**src/rtl/idx_pkg.sv**
```systemverilog
package idx_pkg;

  localparam logic [2:0] OP_NOP     = 3'd0;
  localparam logic [2:0] OP_LOAD    = 3'd1;
  localparam logic [2:0] OP_INC     = 3'd2;
  localparam logic [2:0] OP_DEC     = 3'd3;
  localparam logic [2:0] OP_FROM_SP = 3'd4;
  localparam logic [2:0] OP_TO_SP   = 3'd5;

  typedef enum logic [1:0] {
    SRC_LOAD = 2'd0,
    SRC_SP   = 2'd1,
    SRC_INC  = 2'd2,
    SRC_DEC  = 2'd3
  } src_sel_e;

  typedef struct packed {
    logic     regEn;
    logic     flagEn;
    logic     spWe;
    logic     narrow;
    logic     emu;
    src_sel_e srcSel;
  } idx_strobes_t;

endpackage

```
**src/rtl/idx_control.sv**
```systemverilog
module idx_control
  import idx_pkg::*;
(
  input  logic         clk,
  input  logic         rstN,
  input  logic [2:0]   op,
  input  logic         widthSel,
  input  logic         emuMode,
  output idx_strobes_t st
);

  always_comb begin
    st        = '0;
    st.srcSel = SRC_LOAD;
    st.emu    = emuMode;
    st.narrow = widthSel | emuMode;
    case (op)
      OP_LOAD: begin
        st.regEn  = 1'b1;
        st.flagEn = 1'b1;
        st.srcSel = SRC_LOAD;
      end
      OP_INC: begin
        st.regEn  = 1'b1;
        st.flagEn = 1'b1;
        st.srcSel = SRC_INC;
      end
      OP_DEC: begin
        st.regEn  = 1'b1;
        st.flagEn = 1'b1;
        st.srcSel = SRC_DEC;
      end
      OP_FROM_SP: begin
        st.regEn  = 1'b1;
        st.flagEn = 1'b1;
        st.srcSel = SRC_SP;
      end
      OP_TO_SP: begin
        st.spWe = 1'b1;
      end
      default: ;
    endcase
  end

  // a copy to the stack never also writes the register or the flags
  a_r6_copy_no_write: assert property (@(posedge clk) disable iff (!rstN)
    st.spWe |-> (!st.regEn && !st.flagEn));

  // emulation mode always forces the narrow width
  a_r1_emu_narrow: assert property (@(posedge clk) disable iff (!rstN)
    emuMode |-> st.narrow);

endmodule

```
**src/rtl/idx_datapath.sv**
```systemverilog
module idx_datapath
  import idx_pkg::*;
#(
  parameter int DATA_W   = 16,
  parameter int NARROW_W = 8,
  parameter int BANK_W   = 8
) (
  input  logic                     clk,
  input  logic                     rstN,
  input  idx_strobes_t             st,
  input  logic [DATA_W-1:0]        loadData,
  input  logic [DATA_W-1:0]        spIn,
  input  logic [BANK_W-1:0]        bank,
  input  logic [DATA_W-1:0]        base,
  output logic [DATA_W-1:0]        idxOut,
  output logic                     negFlag,
  output logic                     zeroFlag,
  output logic [DATA_W-1:0]        spOut,
  output logic [BANK_W+DATA_W-1:0] effAddr
);

  localparam int ADDR_W = BANK_W + DATA_W;
  localparam int HIGH_W = DATA_W - NARROW_W;
  localparam logic [HIGH_W-1:0] SP_PAGE = HIGH_W'(1);

  logic [DATA_W-1:0] idxQ;
  logic [DATA_W-1:0] widthMask;
  logic [DATA_W-1:0] nextVal;
  logic [DATA_W-1:0] result;
  logic              resultNeg;

  assign widthMask = st.narrow ? {{HIGH_W{1'b0}}, {NARROW_W{1'b1}}} : {DATA_W{1'b1}};

  always_comb begin
    case (st.srcSel)
      SRC_LOAD: nextVal = loadData;
      SRC_SP:   nextVal = spIn;
      SRC_INC:  nextVal = idxQ + DATA_W'(1);
      SRC_DEC:  nextVal = idxQ - DATA_W'(1);
      default:  nextVal = idxQ;
    endcase
  end

  assign result    = nextVal & widthMask;
  assign resultNeg = st.narrow ? result[NARROW_W-1] : result[DATA_W-1];

  // Register content is undefined until first written; only flags reset.
  always_ff @(posedge clk) begin
    if (st.regEn) idxQ <= result;
    else          idxQ <= idxQ & widthMask;
  end

  always_ff @(posedge clk) begin
    if (!rstN) begin
      negFlag  <= 1'b0;
      zeroFlag <= 1'b0;
    end else if (st.flagEn) begin
      negFlag  <= resultNeg;
      zeroFlag <= (result == '0);
    end
  end

  assign idxOut  = idxQ & widthMask;
  assign spOut   = st.emu ? {SP_PAGE, idxOut[NARROW_W-1:0]} : idxOut;
  assign effAddr = {bank, base} + {{BANK_W{1'b0}}, idxOut};

  // a step up at unchanged width adds exactly one within that width
  a_r3_inc_step: assert property (@(posedge clk) disable iff (!rstN)
    ($past(st.regEn && st.srcSel == SRC_INC) && $past(st.narrow) == st.narrow)
      |-> idxOut == (($past(idxOut) + DATA_W'(1)) & widthMask));

  // a step down at unchanged width subtracts exactly one within that width
  a_r4_dec_step: assert property (@(posedge clk) disable iff (!rstN)
    ($past(st.regEn && st.srcSel == SRC_DEC) && $past(st.narrow) == st.narrow)
      |-> idxOut == (($past(idxOut) - DATA_W'(1)) & widthMask));

  // after a flag update at unchanged width, zero flag agrees with the register
  a_r5_zero_match: assert property (@(posedge clk) disable iff (!rstN)
    ($past(st.flagEn) && $past(st.narrow) == st.narrow)
      |-> zeroFlag == (idxOut == '0));

  // a copy to the stack leaves both flags as they were
  a_r6_flags_kept: assert property (@(posedge clk) disable iff (!rstN)
    $past(st.spWe) |-> ($stable(negFlag) && $stable(zeroFlag)));

endmodule

```
**src/rtl/index_reg_unit.sv**
```systemverilog
module index_reg_unit
  import idx_pkg::*;
#(
  parameter int DATA_W   = 16,
  parameter int NARROW_W = 8,
  parameter int BANK_W   = 8
) (
  input  logic                     clk,
  input  logic                     rstN,
  input  logic [2:0]               op,
  input  logic [DATA_W-1:0]        loadData,
  input  logic                     widthSel,
  input  logic                     emuMode,
  input  logic [DATA_W-1:0]        spIn,
  input  logic [BANK_W-1:0]        bank,
  input  logic [DATA_W-1:0]        base,
  output logic [DATA_W-1:0]        idxOut,
  output logic                     negFlag,
  output logic                     zeroFlag,
  output logic                     spWe,
  output logic [DATA_W-1:0]        spOut,
  output logic [BANK_W+DATA_W-1:0] effAddr
);

  localparam int HIGH_W = DATA_W - NARROW_W;

  idx_strobes_t strobes;

  idx_control u_ctrl (
    .clk      (clk),
    .rstN     (rstN),
    .op       (op),
    .widthSel (widthSel),
    .emuMode  (emuMode),
    .st       (strobes)
  );

  idx_datapath #(
    .DATA_W   (DATA_W),
    .NARROW_W (NARROW_W),
    .BANK_W   (BANK_W)
  ) u_dp (
    .clk      (clk),
    .rstN     (rstN),
    .st       (strobes),
    .loadData (loadData),
    .spIn     (spIn),
    .bank     (bank),
    .base     (base),
    .idxOut   (idxOut),
    .negFlag  (negFlag),
    .zeroFlag (zeroFlag),
    .spOut    (spOut),
    .effAddr  (effAddr)
  );

  assign spWe = strobes.spWe;

  // in emulation mode the stack high part is the fixed page value 1
  a_r6_emu_page: assert property (@(posedge clk) disable iff (!rstN)
    (spWe && emuMode) |-> spOut[DATA_W-1:NARROW_W] == HIGH_W'(1));

  // narrow width always presents a zero high part
  a_r1_high_zero: assert property (@(posedge clk) disable iff (!rstN)
    (widthSel || emuMode) |-> idxOut[DATA_W-1:NARROW_W] == '0);

endmodule

```
**config.mk**
```make
export PLATFORM = sky130hd
export DESIGN_NAME = index_reg_unit
export DESIGN_NICKNAME = d
export VERILOG_FILES = /design/src/rtl/idx_pkg.sv /design/src/rtl/idx_control.sv /design/src/rtl/idx_datapath.sv /design/src/rtl/index_reg_unit.sv
export SDC_FILE = /design/constraint.sdc
export NUM_CORES = 1
export LEC_CHECK = 0
export ABC_AREA = 1
export BUFFER_PORTS_ARGS = -buffer_cell sky130_fd_sc_hd__buf_2
export CAP_MARGIN = 20
export CELL_PAD_IN_SITES_DETAIL_PLACEMENT = 1
export CELL_PAD_IN_SITES_GLOBAL_PLACEMENT = 1
export CORE_MARGIN = 10
export CORE_UTILIZATION = 33
export CTS_CLUSTER_DIAMETER = 60
export DETAILED_ROUTE_END_ITERATION = 10
export GPL_TIMING_DRIVEN = 0
export PLACE_DENSITY = 0.89
export SETUP_SLACK_MARGIN = 0.4
export SLEW_MARGIN = 20
export SYNTH_ARGS = -nofsm -noshare
export SYNTH_HDL_FRONTEND = slang
export SYNTH_SLANG_ARGS = --single-unit
export TNS_END_PERCENT = 50
```
**constraint.sdc**
```tcl
create_clock -name clk -period 3.04 [get_ports clk]
set_input_delay 0.304 -clock clk [delete_from_list [all_inputs] [get_ports clk]]
set_output_delay 0.304 -clock clk [all_outputs]
set_load 0.005 [all_outputs]
```
==> impl_metrics.json, run 1 <==
{
  "run_status": "finished clean",
  "cts_root_buf": "clkbuf_8",
  "placed_area_um2": 3840,
  "skew_ps": 4.52,
  "synth_nets": 617,
  "area_growth_pct": 47.3,
  "final_core_util_pct": 49.5,
  "avgRoutedWirePerCell_um": 18.0,
  "yosys-top-cells-area": "nand2_1 (20%), ha_1 (12%), inv_1 (9.6%)",
  "syn_inst": 522,
  "core_area_um2": 9200,
  "port-buffer-count": 121,
  "synth.distinct_cells": 40,
  "cts_made_buffers": 3,
  "fin_setup_tns_ps": 0,
  "worstSetupEndpointType": "output port",
  "grtUsageTotal_pct": 18.7,
  "combPwrFrac_pct": 57.2,
  "drive_gt1_share_pct": 37.1,
  "final_nets": 773,
  "peakVddDrop_uv": 151,
  "post-dp-hpwl_mm": 10.4,
  "p_per_area_nw_per_um2": 256,
  "die_y_um": 117,
  "max-cap-violations": 0,
  "min_period_ps": 2810,
  "cts.path.max_buffers": 2,
  "p_leak_uw": 0.00245,
  "grt_max_degree": 11,
  "place_inst": 754,
  "setup_viol_count_final": 0,
  "synth_top_area_share_pct": 19.7,
  "antenna_found_initial": 0,
  "crit_arrival_ps": 2500,
  "ys_seq_elements": 18,
  "grt_first_pass_wirelength_mm": 20.9,
  "finalNonFillerCells": 789,
  "drtAntennaViolNets": 0,
  "synth_top_cell_by_area": "nand2_1",
  "swShare_pct": 41.0,
  "drt_iter0_markers": 212,
  "stdcell_area_um2": 4550,
  "syn_area_um2": 3090,
  "synth_edf_count": 8,
  "synthArstFlopShare_pct": 0,
  "finalPower_uw": 1170,
  "remaining_drc_errors": 0,
  "clk_pin_slew_ps": 80,
  "cts_sinks": 18,
  "avgViaCountPerCell": 5.17,
  "dr.pass1.iters": 4,
  "seqPwrFrac_pct": 25.0,
  "dieArea_um2": 13600,
  "final_hold_viol_count": 0,
  "syn_avg_cell_area_um2": 5.92,
  "htreeDepth": 1,
  "tightestPinTransition_ps": 599,
  "p_switching_uw": 478,
  "overflow": 0,
  "rsz0062_at_grt": "yes",
  "relSlewSlack_pct": 59.9,
  "hold_path_class": "input pin to flip-flop",
  "ys.warnings.count": 0,
  "clk-insertion-delay-late_ps": 260,
  "grt_pass1_vias": 4309,
  "required_ps": 2740,
  "p_clk_share_pct": 17.9,
  "ios": 122,
  "drt-total-wl_mm": 14.2,
  "critPathKind": "flip-flop to output port",
  "finalCritPeriodShare_pct": 92.4,
  "cts_tree": "done",
  "fmax_mhz": 356,
  "p_int_uw": 687,
  "synthFlopType": "dfxtp_1",
  "path_max_fanout": 4,
  "rows": 35,
  "initial_utilization_pct": 33.6,
  "slew_viol_final": 0,
  "num_vias": 4080,
  "place_congestion": 0.867,
  "synth-seq-area-share_pct": 14.2,
  "start_kind": "flip-flop",
  "chipWidth_um": 117
}
-- layer usage --
layer  track usage, %  share of wire, %  routed length (um)  vias to the layer above
li1                 -                 -                   -                     1965
met1             20.9                39                5470                     1947
met2             36.0                54                7720                      131
met3             2.55               4.7                 663                       37
met4             4.94               2.3                 322                        0
met5                0                 0                   0                        -
-- cells in the final DEF (no fill, tap or decap), types with 3 or more instances in the layout --
cell type,n
nand2_1,151
a31oi_1,3
nand2_2,9
clkbuf_1,3
buf_6,6
nor2_1,39
nor2_4,11
a22o_1,11
ha_1,11
and2_1,3
nor2_2,4
buf_4,41
nand4_1,7
ha_4,10
a21oi_2,3
ha_2,9
inv_2,8
inv_1,74
edfxtp_1,8
dfxtp_1,10
clkbuf_8,4
a21oi_1,25
xor2_1,10
o21ai_0,14
or2_1,3
nand2_4,3
nand3_1,33
buf_2,120
o21ai_2,4
xnor2_1,12
-- sequential cells by signal, summed over array words and instances, names as in the netlist --
| name | flops |
|---|---|
| u_dp.zeroFlag | 1 |
| u_dp.idxQ | 16 |
| u_dp.negFlag | 1 |
-- kinds of logic (layout without fill, tap and decap cells) --
kind of cell	count (synthesis)	count (layout)	share of synthesized area [%]
buffers and inverters	108	263	15.3
AOI/OAI and AO/OA	70	70	13.9
DFF	18	18	14.2
adders and majority gates	32	32	13.4
and+or+nand+nor	272	272	36.8
xor gates and xnor gates	22	22	6.23
other	0	1	0
-- cells in the mapped netlist (2+ instances only) --
cell,n
nand3_1,34
xnor2_1,12
nand4_1,7
fa_1,2
clkbuf_1,4
xor2_1,10
dfxtp_1,10
nand2_1,162
a22o_1,11
or2_2,2
edfxtp_1,8
a21oi_1,29
ha_1,30
or2_1,3
inv_1,79
a31oi_1,3
clkinv_1,2
buf_4,16
o21ai_0,16
o21ai_2,3
nor3_1,3
and2_1,3
inv_2,5
nor2_1,52
-- critical path, stage by stage, from the launching register on --
cell      delay [ps]
edfxtp_1         390
ha_2             190
inv_2             60
fa_2             400
o21ai_2          140
nand2_1           80
inv_2             70
nand2_2           60
nand2_4           80
a21boi_4          70
o21ai_4          170
nand4_1          150
xnor2_1          230
buf_2            150
-- path summary, 6_finish.rpt --
kind	from	to	slack (ps)	depth (start not counted)
worst max-delay path	u_dp.idxQ[0]	effAddr[22]	230	13
worst min-delay path	rstN	u_dp.zeroFlag	280	3
worst max register to register	u_dp.idxQ[5]	u_dp.zeroFlag	370	14
worst min register to register	u_dp.zeroFlag	u_dp.zeroFlag	470	2
-- cell type report --
type,instances,area (um^2)
diodes,1,2.50
fillers,1255,4640
inverters,86,330
repair buffers,151,880
multi-input cells,396,2540
well taps,111,139
flip-flops and latches,18,440
plain buffers,22,163
clock buffers,4,55.1
-- stage by stage --
stage / setup slack [ps] / hold slack, ps
4_1_cts: 253 / 284
2_1_floorplan: 489 / 435
5_1_grt: 87.3 / 302
6_report: 232 / 280
3_3_place_gp: -248 / 452
3_5_place_dp: -457 / 464
-- power groups by stage --
stage	sequential, uW	clock (uW)	combinational [uW]
floorplan	289	0	325
global placement	298	0	506
detailed placement	299	0	530
CTS	289	208	593
global route	292	216	732
finish	291	208	666
-- repair_timing --
item,in CTS,in global routing
endpoints found under the hold margin,0,0
pin swaps,9,26
gates resized for setup,45,45
buffers inserted,20,10
hold buffers,0,0
setup endpoints to repair,17,24
gates cloned,0,0
Power figures use the tool's default switching activity.
==> inputs of run 2 (changes only) <==
Settings changed: CORE_UTILIZATION 33 to 30, CTS_BUF_LIST set to sky130_fd_sc_hd__clkbuf_8, CTS_CLUSTER_DIAMETER 60 to unset, PLACE_DENSITY 0.89 to 0.83.
==> run 2 against run 1 <==
Against the previous run: non-clock buffer count is 6 higher; global-route usage shrank 1.5 points; register-to-register slack improved by 120 ps; count of clock-buffer cells in the layout did not move; critical path type unchanged.
==> impl_metrics.json, run 2 (synthesized netlist as in run 1, its figures left out) <==
{
  "fin_setup_tns_ps": 0,
  "rows": 36,
  "overflow": 0,
  "largest_reg_flops": 16,
  "regMostFlops": "u_dp.idxQ",
  "p_int_uw": 698,
  "drive_gt1_share_pct": 36.5,
  "clk_pin_slew_ps": 80,
  "slew_viol_final": 0,
  "ios": 122,
  "start_kind": "flip-flop",
  "drt_iter0_markers": 195,
  "stdcell_area_um2": 4600,
  "p_switching_uw": 470,
  "initial_utilization_pct": 31.2,
  "port-buffer-count": 121,
  "finalPower_uw": 1170,
  "r2r-start": "u_dp.idxQ[5]",
  "min_period_ps": 2730,
  "grt_pass1_vias": 4345,
  "antenna_found_initial": 0,
  "grt_first_pass_wirelength_mm": 21.0,
  "final_common_cell": "nand2_1",
  "grt_max_degree": 11,
  "clk-insertion-delay-late_ps": 260,
  "remaining_drc_errors": 0,
  "tightestPinTransition_ps": 644,
  "combPwrFrac_pct": 57.5,
  "seqPwrFrac_pct": 24.9,
  "avgViaCountPerCell": 4.85,
  "swShare_pct": 40.3,
  "cts_sinks": 18,
  "cts.path.max_buffers": 2,
  "dr.pass1.iters": 4,
  "reg_top3": "u_dp.idxQ (16), u_dp.negFlag (1), u_dp.zeroFlag (1)",
  "final_hold_viol_count": 0,
  "final_cell_mix": "nand2_1 (155), buf_2 (121), inv_1 (73)",
  "final_nets": 780,
  "avgRoutedWirePerCell_um": 16.7,
  "peakVddDrop_uv": 148,
  "required_ps": 2740,
  "relSlewSlack_pct": 57.1,
  "drtAntennaViolNets": 0,
  "p_per_area_nw_per_um2": 254,
  "path_max_fanout": 4,
  "r2r-end": "u_dp.zeroFlag",
  "cts_root_buf": "clkbuf_8",
  "fmax_mhz": 366,
  "diodes": 0,
  "htreeDepth": 1,
  "max-cap-violations": 0,
  "hold_path_class": "input pin to flip-flop",
  "chipWidth_um": 122,
  "finalWorstSetupSlack_ps": 311,
  "p_clk_share_pct": 17.6,
  "core_area_um2": 9910,
  "place_congestion": 0.873,
  "crit_arrival_ps": 2430,
  "cts_tree": "done",
  "crit_path_start": "u_dp.idxQ[0]",
  "setup_viol_count_final": 0,
  "area_growth_pct": 48.8,
  "grtUsageTotal_pct": 17.2,
  "place_ws_ps": -353,
  "drt-total-wl_mm": 13.6,
  "rsz0062_at_grt": "yes",
  "r2r_setup_slack_ps": 490,
  "finalCritPeriodShare_pct": 89.8,
  "skew_ps": 8.25,
  "die_y_um": 122,
  "critPathKind": "flip-flop to output port",
  "worstSetupEndpointType": "output port",
  "p_leak_uw": 0.00249,
  "placed_area_um2": 3870,
  "dieArea_um2": 14800,
  "critPathCapture": "effAddr[18]",
  "cts_made_buffers": 3,
  "num_vias": 3966,
  "ff2ff_path_depth": 14,
  "run_status": "finished clean",
  "post-dp-hpwl_mm": 10.7
}
-- run 2: worst min-delay path by stage --
stage / from / endpoint / cells past startpoint
finish: rstN / u_dp.zeroFlag / 3
global route: rstN / u_dp.zeroFlag / 3
CTS: rstN / u_dp.zeroFlag / 3
detailed placement: u_dp.zeroFlag / u_dp.zeroFlag / 2
global placement: u_dp.zeroFlag / u_dp.zeroFlag / 2
floorplan: rstN / u_dp.zeroFlag / 2
-- run 2: timing repair --
| action | in CTS | in global routing |
|---|---|---|
| pin swaps | 20 | 30 |
| setup buffers | 20 | 16 |
| endpoints found under the setup margin | 17 | 14 |
| gates resized for setup | 51 | 36 |
| cloned | 1 | 0 |
| hold buffers | 0 | 0 |
-- run 2: worst max-delay path: stages (launching register included) --
cell      delay [ps]
edfxtp_1         370
ha_2             190
inv_2             50
fa_2             350
o21ai_2          160
nand2_1           90
inv_2             70
nand2_2           60
nand2_4           80
a21boi_4          70
o21ai_4          200
nand3_2          160
xnor2_2          170
buf_2            130
-- run 2: metal layers --
| metal | routed length [um] | global-route usage [%] | up-vias |
|---|---|---|---|
| met5 | 0 | 0 | - |
| li1 | - | - | 1976 |
| met1 | 5400 | 18.8 | 1865 |
| met3 | 572 | 1.86 | 23 |
| met2 | 7350 | 34.6 | 102 |
| met4 | 319 | 3.13 | 0 |
-- run 2: power groups by stage --
stage | Combinational, uW | Sequential [uW] | Clock, uW
floorplan | 325 | 289 | 0
global placement | 508 | 298 | 0
detailed placement | 531 | 299 | 0
CTS | 624 | 290 | 208
global route | 745 | 292 | 221
finish | 672 | 291 | 205
-- run 2: area by class of cell --
| class | instances | area [um^2] |
|---|---|---|
| fillers | 1367 | 5310 |
| flip-flops and latches | 18 | 440 |
| plain buffers | 22 | 163 |
| multi-input cells | 396 | 2550 |
| repair buffers | 157 | 886 |
| inverters | 86 | 332 |
| well taps | 133 | 166 |
| repair inverters | 1 | 7.51 |
| clock buffers | 4 | 55.1 |
-- run 2: through the flow --
| step | std cells | utilization [%] | hold WS, ps |
|---|---|---|---|
| 3_5_place_dp | 776 | 39.1 | 456 |
| 6_report | 817 | 46.4 | 280 |
| 2_1_floorplan | 522 | - | 435 |
| 5_1_grt | 817 | 46.4 | 295 |
| 4_1_cts | 801 | 43.9 | 281 |
| 3_3_place_gp | 776 | 39.1 | 450 |
==> inputs of run 3 (changes only) <==
Settings changed: GPL_TIMING_DRIVEN 0 to unset.
==> run 3 against run 2 <==
Against the previous run: clock power rose by 3%; sequential power barely moved; setup slack got worse by 57 ps; flip-flop and latch count did not move; via count did not move; register-to-register slack got worse by 60 ps; highest routed layer unchanged; combinational power fell by 3.6%.
==> impl_metrics.json, run 3 (synthesized netlist as in run 1, its figures left out) <==
{
  "start_kind": "input pin",
  "cts_made_buffers": 3,
  "drt-total-wl_mm": 14.3,
  "min_period_ps": 2790,
  "peakVddDrop_uv": 126,
  "area_growth_pct": 47.4,
  "crit_arrival_ps": 2480,
  "num_vias": 3966,
  "grt_max_degree": 27,
  "seqPwrFrac_pct": 25.2,
  "htreeDepth": 1,
  "finalCritPeriodShare_pct": 91.7,
  "rsz0062_at_grt": "yes",
  "overflow": 0,
  "final_core_util_pct": 46.0,
  "clk-insertion-delay-late_ps": 260,
  "final_cell_mix": "nand2_1 (151), buf_2 (119), inv_1 (74)",
  "fmax_mhz": 359,
  "clk_pin_slew_ps": 80,
  "place_congestion": 0.859,
  "p_switching_uw": 470,
  "p_per_area_nw_per_um2": 252,
  "chipWidth_um": 122,
  "r2r_setup_slack_ps": 430,
  "final_nets": 770,
  "p_leak_uw": 0.00243,
  "r2r-start": "u_dp.idxQ[5]",
  "cts_root_buf": "clkbuf_8",
  "swShare_pct": 40.9,
  "post-dp-hpwl_mm": 10.8,
  "dr.pass1.iters": 4,
  "worstSetupEndpointType": "output port",
  "drtAntennaViolNets": 0,
  "avgRoutedWirePerCell_um": 17.7,
  "crit_path_start": "emuMode",
  "rows": 36,
  "critPathKind": "input pin to output port",
  "dieArea_um2": 14800,
  "regMostFlops": "u_dp.idxQ",
  "p_clk_share_pct": 18.4,
  "skew_ps": 3.97,
  "reg_top3": "u_dp.idxQ (16), u_dp.negFlag (1), u_dp.zeroFlag (1)",
  "die_y_um": 122,
  "cts_sinks": 18,
  "cts.path.max_buffers": 2,
  "fin_setup_tns_ps": 0,
  "diodes": 0,
  "grtUsageTotal_pct": 18.3,
  "finalWorstSetupSlack_ps": 254,
  "stdcell_area_um2": 4560,
  "p_int_uw": 678,
  "grt_pass1_vias": 4431,
  "cts_tree": "done",
  "drt_iter0_markers": 148,
  "drive_gt1_share_pct": 36.8,
  "antenna_found_initial": 0,
  "ff2ff_path_depth": 14,
  "finalNonFillerCells": 807,
  "r2r-end": "u_dp.zeroFlag",
  "initial_utilization_pct": 31.2,
  "critPathCapture": "effAddr[21]",
  "largest_reg_flops": 16,
  "ios": 122,
  "setup_viol_count_final": 0,
  "avgViaCountPerCell": 4.91,
  "slew_viol_final": 0,
  "final_common_cell": "nand2_1",
  "remaining_drc_errors": 0,
  "hold_buffers": 0,
  "max-cap-violations": 0,
  "run_status": "finished clean",
  "port-buffer-count": 121,
  "core_area_um2": 9910,
  "place_inst": 764,
  "hold_path_class": "input pin to flip-flop",
  "path_max_fanout": 5,
  "tightestPinTransition_ps": 472,
  "grt_first_pass_wirelength_mm": 22.1,
  "final_hold_viol_count": 0,
  "relSlewSlack_pct": 68.5,
  "place_ws_ps": 170,
  "required_ps": 2740,
  "placed_area_um2": 3810,
  "combPwrFrac_pct": 56.5
}
[run 3: cell types whose count changed in the layout (fill, tap and decap cells not counted), moves of 3 or more]
cell / delta
o21ai_2: +3
ha_2: -3
ha_4: +3
nand2_2: +8
nand2_1: -4
a21oi_2: +4
nand2_4: -4
buf_4: -7
a21oi_1: -3
clkbuf_1: -3
[run 3: worst min-delay path by stage]
stage | from | end | cells after the start
6_report | rstN | u_dp.zeroFlag | 3
2_1_floorplan | rstN | u_dp.zeroFlag | 2
3_5_place_dp | u_dp.zeroFlag | u_dp.zeroFlag | 2
3_3_place_gp | u_dp.zeroFlag | u_dp.zeroFlag | 2
4_1_cts | rstN | u_dp.zeroFlag | 3
5_1_grt | rstN | u_dp.zeroFlag | 3
[run 3: critical path, stage by stage]
cell        delay, ps
buf_8             100
nor2_4            140
clkinvlp_4        130
buf_8             160
nor2_4            170
ha_4              240
nand2_2            70
inv_2              50
a221oi_4          280
o21ai_2           130
a21boi_2          250
nor3_2             80
xor2_1            190
buf_2             180
[run 3: power by group through the flow]
| stage | Clock (uW) | Sequential [uW] | Combinational, uW |
|---|---|---|---|
| floorplan | 0 | 289 | 325 |
| global route | 230 | 290 | 719 |
| CTS | 215 | 288 | 602 |
| global placement | 0 | 294 | 499 |
| detailed placement | 0 | 295 | 517 |
| finish | 211 | 289 | 648 |
[run 3: cell type report]
cell class                 instances  area, um^2
inverter                          86         327
fill                            1356        5350
clock buffer                       4        55.1
timing repair inverter             1        7.51
multi-input combinational        396        2550
timing repair buffer             169        1010
sequential                        18         440
tap                              133         166
[run 3: per-stage QoR]
| step | hold slack, ps | total power [uW] |
|---|---|---|
| after floorplan | 435 | 614 |
| after global placement | 452 | 792 |
| after detailed placement | 458 | 812 |
| after CTS | 278 | 1100 |
| after global routing | 275 | 1240 |
| final | 276 | 1150 |
[run 3: repair_timing]
| action | in CTS | in global routing |
|---|---|---|
| buffers inserted | 25 | 13 |
| setup endpoints to repair | 13 | 14 |
| pin swaps | 26 | 24 |
| gates cloned | 1 | 0 |
| resized for setup | 51 | 32 |
[run 3: metal layers]
layer	routed length, um	GRT usage (%)
met4	508	5.96
met1	6000	21.3
met2	7270	33.9
met3	539	1.95
met5	0	0
